===== src/rtl/spi_sclk_pkg.sv =====
package spi_sclk_pkg;

  // Phase of the generator: resting, first half, second half, waiting for run to drop
  typedef enum logic [1:0] {
    PH_IDLE  = 2'd0,
    PH_LEAD  = 2'd1,
    PH_TRAIL = 2'd2,
    PH_HOLD  = 2'd3
  } sclk_phase_e;

  localparam int DEF_SCALE_W = 4;
  localparam int DEF_HALF_W  = 8;
  localparam int DEF_BITS_W  = 6;

endpackage


===== src/rtl/spi_sclk_prescale.sv =====
// Power-of-two tick generator: one tick every 2^scale_i system clocks.
module spi_sclk_prescale #(
  parameter int SCALE_W = 4
) (
  input  logic               clk_i,
  input  logic               rst_ni,
  input  logic               clr_i,
  input  logic [SCALE_W-1:0] scale_i,
  output logic               tick_o
);

  localparam int PRE_W = (1 << SCALE_W) - 1;

  logic [PRE_W-1:0] cnt_q;
  logic [PRE_W-1:0] wrap;

  // all-ones of scale_i bits; a shift past the top wraps to zero and the
  // subtraction then yields the full-width mask
  assign wrap   = (PRE_W'(1) << scale_i) - PRE_W'(1);
  assign tick_o = (cnt_q == wrap);

  always_ff @(posedge clk_i or negedge rst_ni) begin
    if (!rst_ni) begin
      cnt_q <= '0;
    end else if (clr_i || tick_o) begin
      cnt_q <= '0;
    end else begin
      cnt_q <= cnt_q + PRE_W'(1);
    end
  end

endmodule


===== src/rtl/spi_sclk_halfcnt.sv =====
// Counts scaled ticks within one half period; end_o on the last tick.
module spi_sclk_halfcnt #(
  parameter int HALF_W = 8
) (
  input  logic              clk_i,
  input  logic              rst_ni,
  input  logic              clr_i,
  input  logic              tick_i,
  input  logic [HALF_W-1:0] len_i,
  output logic              end_o
);

  logic [HALF_W-1:0] cnt_q;
  logic [HALF_W:0]   cnt_inc;

  assign cnt_inc = {1'b0, cnt_q} + {{HALF_W{1'b0}}, 1'b1};
  assign end_o   = tick_i && (cnt_inc == {1'b0, len_i});

  always_ff @(posedge clk_i or negedge rst_ni) begin
    if (!rst_ni) begin
      cnt_q <= '0;
    end else if (clr_i || end_o) begin
      cnt_q <= '0;
    end else if (tick_i) begin
      cnt_q <= cnt_inc[HALF_W-1:0];
    end
  end

endmodule


===== src/rtl/spi_sclk_strobe_map.sv =====
// Assigns the launch and sample roles to the two edges of a period.
module spi_sclk_strobe_map (
  input  logic pha_i,
  input  logic lead_i,
  input  logic trail_i,
  output logic launch_o,
  output logic sample_o
);

  always_comb begin
    if (pha_i) begin
      launch_o = lead_i;
      sample_o = trail_i;
    end else begin
      launch_o = trail_i;
      sample_o = lead_i;
    end
  end

endmodule


===== src/rtl/spi_sclk_gen.sv =====
module spi_sclk_gen
  import spi_sclk_pkg::*;
#(
  parameter int SCALE_W = DEF_SCALE_W,
  parameter int HALF_W  = DEF_HALF_W,
  parameter int BITS_W  = DEF_BITS_W
) (
  input  logic               clk_i,
  input  logic               rst_ni,
  input  logic               run_i,
  input  logic [SCALE_W-1:0] scale_i,
  input  logic [HALF_W-1:0]  hi_i,
  input  logic [HALF_W-1:0]  lo_i,
  input  logic               cpol_i,
  input  logic               cpha_i,
  input  logic [BITS_W-1:0]  bits_i,
  output logic               sclk_o,
  output logic               launch_o,
  output logic               sample_o,
  output logic               done_o
);

  sclk_phase_e state_q, state_d;

  // settings captured at burst start
  logic [SCALE_W-1:0] scale_q;
  logic [HALF_W-1:0]  hi_q, lo_q;
  logic               cpol_q, cpha_q;
  logic [BITS_W-1:0]  bits_q, bit_cnt_q;

  logic sclk_q, launch_q, sample_q, done_q;

  logic running, tick, half_end;
  logic start_ok, load_cfg, lead_edge, trail_edge, finish, last_bit;
  logic pol_eff, pha_eff;
  logic launch_d, sample_d;
  logic [HALF_W-1:0] lead_len, trail_len, cur_len;

  assign running   = (state_q == PH_LEAD) || (state_q == PH_TRAIL);
  assign start_ok  = run_i && (hi_i != '0) && (lo_i != '0);
  // the first half is the active level: high time for cpol=0, low time for cpol=1
  assign lead_len  = cpol_q ? lo_q : hi_q;
  assign trail_len = cpol_q ? hi_q : lo_q;
  assign cur_len   = (state_q == PH_LEAD) ? lead_len : trail_len;
  assign last_bit  = (bits_q != '0) && (bit_cnt_q == bits_q - BITS_W'(1));
  assign pol_eff   = (state_q == PH_IDLE) ? cpol_i : cpol_q;
  assign pha_eff   = (state_q == PH_IDLE) ? cpha_i : cpha_q;

  spi_sclk_prescale #(.SCALE_W(SCALE_W)) u_prescale (
    .clk_i   (clk_i),
    .rst_ni  (rst_ni),
    .clr_i   (!running),
    .scale_i (scale_q),
    .tick_o  (tick)
  );

  spi_sclk_halfcnt #(.HALF_W(HALF_W)) u_halfcnt (
    .clk_i  (clk_i),
    .rst_ni (rst_ni),
    .clr_i  (!running),
    .tick_i (tick),
    .len_i  (cur_len),
    .end_o  (half_end)
  );

  always_comb begin
    state_d    = state_q;
    load_cfg   = 1'b0;
    lead_edge  = 1'b0;
    trail_edge = 1'b0;
    finish     = 1'b0;
    unique case (state_q)
      PH_IDLE: begin
        if (start_ok) begin
          state_d   = PH_LEAD;
          load_cfg  = 1'b1;
          lead_edge = 1'b1;
        end
      end
      PH_LEAD: begin
        if (half_end) begin
          trail_edge = 1'b1;
          state_d    = run_i ? PH_TRAIL : PH_IDLE;
        end
      end
      PH_TRAIL: begin
        if (half_end) begin
          if (last_bit) begin
            finish  = 1'b1;
            state_d = PH_HOLD;
          end else if (run_i) begin
            lead_edge = 1'b1;
            state_d   = PH_LEAD;
          end else begin
            state_d = PH_IDLE;
          end
        end
      end
      PH_HOLD: begin
        if (!run_i) state_d = PH_IDLE;
      end
      default: state_d = PH_IDLE;
    endcase
  end

  spi_sclk_strobe_map u_strobe_map (
    .pha_i    (pha_eff),
    .lead_i   (lead_edge),
    .trail_i  (trail_edge),
    .launch_o (launch_d),
    .sample_o (sample_d)
  );

  always_ff @(posedge clk_i or negedge rst_ni) begin
    if (!rst_ni) begin
      state_q <= PH_IDLE;
      scale_q <= '0;
      hi_q    <= '0;
      lo_q    <= '0;
      cpol_q  <= 1'b0;
      cpha_q  <= 1'b0;
      bits_q  <= '0;
    end else begin
      state_q <= state_d;
      if (load_cfg) begin
        scale_q <= scale_i;
        hi_q    <= hi_i;
        lo_q    <= lo_i;
        cpol_q  <= cpol_i;
        cpha_q  <= cpha_i;
        bits_q  <= bits_i;
      end
    end
  end

  always_ff @(posedge clk_i or negedge rst_ni) begin
    if (!rst_ni) begin
      bit_cnt_q <= '0;
    end else if (load_cfg) begin
      bit_cnt_q <= '0;
    end else if (state_q == PH_TRAIL && half_end) begin
      bit_cnt_q <= bit_cnt_q + BITS_W'(1);
    end
  end

  always_ff @(posedge clk_i or negedge rst_ni) begin
    if (!rst_ni) begin
      sclk_q   <= 1'b0;
      launch_q <= 1'b0;
      sample_q <= 1'b0;
      done_q   <= 1'b0;
    end else begin
      sclk_q   <= pol_eff ^ (state_d == PH_LEAD);
      launch_q <= launch_d;
      sample_q <= sample_d;
      done_q   <= finish;
    end
  end

  assign sclk_o   = sclk_q;
  assign launch_o = launch_q;
  assign sample_o = sample_q;
  assign done_o   = done_q;

endmodule


===== config.mk =====
export PLATFORM = sky130hd
export DESIGN_NAME = spi_sclk_gen
export DESIGN_NICKNAME = d
export VERILOG_FILES = /design/src/rtl/spi_sclk_pkg.sv /design/src/rtl/spi_sclk_prescale.sv /design/src/rtl/spi_sclk_halfcnt.sv /design/src/rtl/spi_sclk_strobe_map.sv /design/src/rtl/spi_sclk_gen.sv
export SDC_FILE = /design/constraint.sdc
export NUM_CORES = 1
export LEC_CHECK = 0
export BUFFER_PORTS_ARGS = -buffer_cell sky130_fd_sc_hd__buf_2
export CAP_MARGIN = 0
export CORE_MARGIN = 2
export CORE_UTILIZATION = 60
export DETAILED_ROUTE_END_ITERATION = 7
export GPL_TIMING_DRIVEN = 0
export PLACE_DENSITY_LB_ADDON = 0.12
export SYNTH_ARGS = -nofsm -noshare
export SYNTH_HDL_FRONTEND = slang
export SYNTH_SLANG_ARGS = --single-unit

===== constraint.sdc =====
create_clock -name clk_i -period 4.7 [get_ports clk_i]
set_clock_uncertainty 0.05 [all_clocks]
set_input_delay 0.235 -clock clk_i [delete_from_list [all_inputs] [get_ports clk_i]]
set_output_delay 0.235 -clock clk_i [all_outputs]
set_load 0.05 [all_outputs]

# Word level (Yosys, flattened, before mapping)
# Index checks and enable logic that the tools add are counted.
totals:
  elab_cells: 74
  reg_bits: 63
  out_inout_bits: 4
  in_bits: 31
classes:
  mux: 31
  bitwise: 1
  add_sub_neg: 5
  n_reduce_logical: 15
  n_eq_ne: 7
  shift: 1
op_table:
  columns: ["op", "count"]
  rows:
  - ["8-bit two-way mux", 5]
  - ["8-bit nonzero test", 2]
  - ["15-bit by 1-bit adder with 15-bit output (second input constant)", 1]
  - ["15-bit equality test", 1]
  - ["1-bit two-way mux", 15]
  - ["15-bit two-way mux", 1]
  - ["1-bit by 4-bit << shifter with 15-bit output (first input constant)", 1]
  - ["15-bit by 2-bit subtractor with 15-bit output (second input constant)", 1]
  - ["2-bit two-way mux", 6]
  - ["6-bit two-way mux", 2]
  - ["8-bit by 1-bit adder with 9-bit output (second input constant)", 1]
  - ["9-bit by 8-bit equality test with 1-bit output", 1]
  - ["2-bit case mux with 4 select lines", 1]
  - ["6-bit by 1-bit adder with 6-bit output (second input constant)", 1]
  - ["6-bit equality test", 1]
  - ["6-bit nonzero test", 1]
  - ["6-bit by 1-bit subtractor with 6-bit output (second input constant)", 1]
  - ["1-bit logical AND", 5]
  - ["2-bit by 1-bit equality test with 1-bit output (second input constant)", 2]
  - ["2-bit equality test (second input constant)", 2]
  - ["2-bit nonzero test", 2]
  - ["1-bit logical OR", 3]
  - ["2-bit zero test", 1]
  - ["1-bit case mux with 2 select lines", 1]
  - ["2 further kinds", 2]

# Logic depth before layout (Yosys ltp)
logic_depth:
  depth_word: 8
  ltp_mapped: 16
  depth_no_buf: 12

# Modules after synthesis
# A second synthesis with hierarchy kept.
unflattened:
  hier_cells: 444
  hier_area_um2: 3938.8
by_module_without_submodules:
  columns: ["mod", "seq_area_each_um2", "n_inst", "cells_per_inst", "area_per_inst_um2"]
  rows:
  - ["spi_sclk_gen", 1001.0, 1, 234, 2059.5]
  - ["spi_sclk_prescale", 375.4, 1, 139, 1228.7]
  - ["spi_sclk_halfcnt", 200.2, 1, 69, 628.1]
  - ["spi_sclk_strobe_map", 0.0, 1, 2, 22.5]

# Worst setup path before layout
# No wires, ideal clock.
synth_timing:
  kind: "register to register"
  from: "reg scale_q[3]"
  to: "reg sclk_q (netlist: sclk_o)"
  stages_incl_launch_ff: 15
  setup_time_ns: 0.128
  path_slack_ns: 1.118
  arrival_time_ns: 3.403
  period_less_slack_ns: 3.582
  path_buffers: 4
  t_required_ns: 4.522
  path_cell_list: "dfrtp_1 > buf_2 > clkbuf_1 > nand3b_1 > ha_1 > clkbuf_1 > nand2_1 > a32o_1 > or4_4 > nor4b_4 > and3_1 > buf_2 > a2111oi_0 > a2111o_1 > xor2_1"
synth_via:
  elab_chain_len: 8
  word_cells_on_any_way: 9
  classes_between: "add/sub (1); eq/ne (2); shift (1); mux (3); bitwise (1); reduce/logical (1)"
synth_lines:
  columns: ["item", "line_no", "rtl"]
  rows:
  - ["start, declared", "spi_sclk_gen.sv:26", "logic [SCALE_W-1:0] scale_q;"]
  - ["start signal, assigned", "spi_sclk_gen.sv:126", "scale_q <= scale_i;"]
  - ["1-bit by 4-bit << shifter with 15-bit output *", "spi_sclk_prescale.sv:19", "assign wrap = (PRE_W'(1) << scale_i) - PRE_W'(1);"]
  - ["15-bit by 2-bit subtractor with 15-bit output *", "spi_sclk_prescale.sv:19", null]
  - ["15-bit equality test *", "spi_sclk_prescale.sv:20", "assign tick_o = (cnt_q == wrap);"]
  - ["1-bit logical AND *", "spi_sclk_halfcnt.sv:17", "assign end_o = tick_i && (cnt_inc == {1'b0, len_i});"]
  - ["2-bit two-way mux (on tied branches)", "spi_sclk_gen.sv:87, spi_sclk_gen.sv:81", null]
  - ["2-bit case mux with 4 select lines *", "spi_sclk_gen.sv:72", "unique case (state_q)"]
  - ["2-bit by 1-bit equality test with 1-bit output *", "spi_sclk_gen.sv:153", "sclk_q <= pol_eff ^ (state_d == PH_LEAD);"]
  - ["1-bit XOR *", "spi_sclk_gen.sv:153", null]
  - ["end signal, assigned", "spi_sclk_gen.sv:153", null]
  - ["end, declared", "spi_sclk_gen.sv:31", "logic sclk_q, launch_q, sample_q, done_q;"]
# Mark *: on every way between the ends. The rest lies on a longest branch, timed or not.
# A chain may end at the register's enable or synchronous reset.

# Worst setup path after layout
layout_timing:
  from: "reg scale_q[3]"
  to: "reg u_halfcnt.cnt_q[6]"
layout_via:
  elab_chain_len: 6
  word_cells_on_any_way: 7
  classes_between: "add/sub (1); eq/ne (1); shift (1); mux (1); reduce/logical (3)"
layout_lines:
  columns: ["item", "line_no", "rtl"]
  rows:
  - ["1-bit by 4-bit << shifter with 15-bit output *", "spi_sclk_prescale.sv:19", null]
  - ["15-bit by 2-bit subtractor with 15-bit output *", "spi_sclk_prescale.sv:19", null]
  - ["15-bit equality test *", "spi_sclk_prescale.sv:20", null]
  - ["1-bit logical AND", "spi_sclk_halfcnt.sv:17", null]
  - ["1-bit logical OR", "spi_sclk_halfcnt.sv:22", "end else if (clr_i || end_o) begin"]
  - ["8-bit two-way mux or 2-bit nonzero test (tied branches)", null, null]
  - ["end signal, assigned", "spi_sclk_halfcnt.sv:25", "cnt_q <= cnt_inc[HALF_W-1:0];"]
  - ["end, declared", "spi_sclk_halfcnt.sv:13", "logic [HALF_W-1:0] cnt_q;"]
# Marked as above.

==> impl_metrics.ini <==
[worst_hold_path]
hold_class = in2async

[global_routing]
grt_pass1_vias = 3343
track_usage_pct = 27.2
antenna_found_initial = 0
grt_start_max_net_pins = 64
overflow = 0
grt_pass1_wl_um = 16000

[detailed_routing]
drt-initial-drc-count = 186
num_vias = 3505
first_pass_iters = 4
routed_wirelength_um = 9360
via_per_inst = 5.79
antenna_left = 0
remaining_drc_errors = 0
avgRoutedWirePerCell_um = 15.5

[sta]
period_needed_ps = 4250
min_period_over_period_pct = 90.4
setup_tns_ps = 0
timing.fmax_mhz = 235
maxSlewViolCount = 0
rsz0062_at_grt = no
worst_slack_ps = 451
slew_headroom_pct = 47.1
worstMarginPinSlew_ps = 793
holdWs_ps = -82.6
hold_violations = 63
setup_violations = 0

[synth]
synth-edff-count = 0
synth_seq_cells = 63
async_flop_share_pct = 100
ys_dominant_reg_cell = dfrtp_1
syn-cell-area_um2 = 4040
ys_types = 61
ys_warn_count = 0
avgSynthCellArea_um2 = 8.44
synthCells = 478
synthesis.nets = 518
yosysSeqAreaShare_pct = 39.1

[run_status]
violations = negative hold slack
status = complete, but fails checks

[pwr]
power_density_nw_per_um2 = 553
peakVddDrop_v = 0.000388
leakagePower_nw = 2.07
power_mw = 2.48

[placed_design]
dp_slack_ps = 528
place.detailed.hpwl_um = 6820
place.gp.congestion = 0.932
io_buffers = 34

[die]
die_w_um = 86.0
initial_utilization_pct = 62.8
core_um2 = 6420
io_pins = 35
dieArea_um2 = 7400
die_h_um = 86.0
rows = 29

[cts]
cts_buffer_depth = 2
post_cts_resized = 0
cts_buffers = 9
htree_levels = 3
cts_setup_buffers = 0
clk_latency_ps = 350
path_clk_slew_ps = 70
cts_tree = built
cts_sinks = 63
cts-root-buf = clkbuf_8
hold_buffers = 0

[critical_path]
critPathRequiredTime_ps = 4880
path_class = reg2reg
arrival_ps = 4430
startpoint_type = flip-flop
critPathCaptureType = flip-flop
crit_fanout = 10

[layout]
final_nets = 563
final_common_cell = nand2_1
n_antenna_cell = 0
post_route_cells_drive_above_1_share_pct = 12.7
area_growth_syn_to_layout_pct = 11.0
final_cell_mix = nand2_1, dfrtp_1, buf_2

[flow_run]
maxCapViolCount = 0
layout make-up:
class / instances / area (µm²)
Buffer: 29 / 120
Clock buffer: 13 / 159
Clock inverter: 3 / 17.5
Fill cell: 546 / 1940
Inverter: 19 / 71.3
Multi-Input combinational cell: 367 / 2270
Sequential cell: 63 / 1580
Tap cell: 77 / 96.3
Timing Repair Buffer: 34 / 173
synthesized netlist by cell type, types with 2 or more instances:
cell type,number,share of area [%]
a21oi_1,15,1.9
nand4b_1,4,0.87
ha_1,9,2.8
xnor2_1,20,4.3
nor3_1,13,1.6
and2_1,4,0.62
dfrtp_1,63,39
o31ai_1,2,0.37
inv_1,18,1.7
nor2b_1,2,0.31
clkbuf_1,20,1.9
o21ai_0,22,2.7
mux2i_1,15,3.7
o211ai_1,3,0.56
nor4b_1,3,0.65
xor2_1,17,3.7
buf_2,9,1.1
a2111oi_0,2,0.43
a21o_1,7,1.3
nand3b_1,9,1.7
o22ai_1,3,0.47
nor3b_1,4,0.74
and4_1,2,0.43
and3_1,5,0.77
or3_1,3,0.47
a211oi_1,4,0.74
a211o_1,2,0.43
a31oi_1,2,0.31
nand2b_1,6,0.93
nand4_1,6,0.93
o21a_1,3,0.56
nor2_1,35,3.3
nand2_1,101,9.4
o21ai_1,2,0.25
nor4_1,5,0.77
mux2_2,3,0.84
nand3_1,7,0.87
nand4bb_1,2,0.56
or4_1,4,0.74
critical path, cell delays in order, from the launching register on:
cell and delay [ps]:
dfrtp_1 390, buf_2 240, clkbuf_1 350, nand3b_1 170
ha_1 220, clkbuf_1 400, nand2_1 90, a32o_1 270
or4_4 540, nor4b_4 350, and3_1 190, buf_2 160
nand3b_1 190, buf_2 260, o21ai_1 80, a21o_1 190
kinds of logic after synthesis:
family / Yosys count / synth area share [%]
buffers and inverters: 48 / 4.74
adder cells (fa/ha/maj): 10 / 3.07
AND/OR/NAND/NOR: 222 / 27.4
flip-flops: 63 / 39.1
XOR/XNOR: 38 / 8.43
multiplexers: 19 / 4.84
AO/OA/AOI/OAI: 78 / 12.5
metrics by stage:
stage               utilization [%]  area, µm²  hold slack [ps]  std cells
CTS                            69.7       4480             34.7        605
finish                         69.8       4480            -82.6        605
detailed placement             67.0       4300              381        589
global route                   69.8       4480             7.61        605
global placement               67.0       4300              377        589
floorplan                         -       4040             -111        478
sequential cells by signal (all words and copies together), names as in the netlist, 2 cells and up:
register / cells
scale_q: 4
u_halfcnt.cnt_q: 8
bit_cnt_q: 6
state_q: 2
lo_q: 8
bits_q: 6
u_prescale.cnt_q: 15
hi_q: 8
metal layers:
metal  share of wire [%]  vias up  wire length [µm]  GRT usage, %
li1                    -     1744                 -             -
met1                  47     1670              4420          38.9
met2                  47       79              4350          42.5
met3                 5.1       12               478          3.66
met4                 1.1        0               106          9.24
met5                   0        -                 0             0
final timing paths:
path                             from                  to  slack [ps]  cells after the start
setup / recovery           scale_q[3]  u_halfcnt.cnt_q[6]         450                     15
hold / removal                 rst_ni  u_halfcnt.cnt_q[0]         -80                      1
setup reg to reg           scale_q[3]  u_halfcnt.cnt_q[6]         450                     15
hold reg to reg               hi_q[5]             hi_q[5]         430                      2
max in group asynchronous      rst_ni           bits_q[2]        4160                      1
min in group clk_i          bits_i[5]           bits_q[5]          30                      3
where the power goes:
group | switching [mW] | internal, mW | total, mW
clock | 0.211 | 0.219 | 0.429
combinational | 0.732 | 0.508 | 1.24
sequential | 0.125 | 0.682 | 0.807
(Power assumes the default switching activity.)
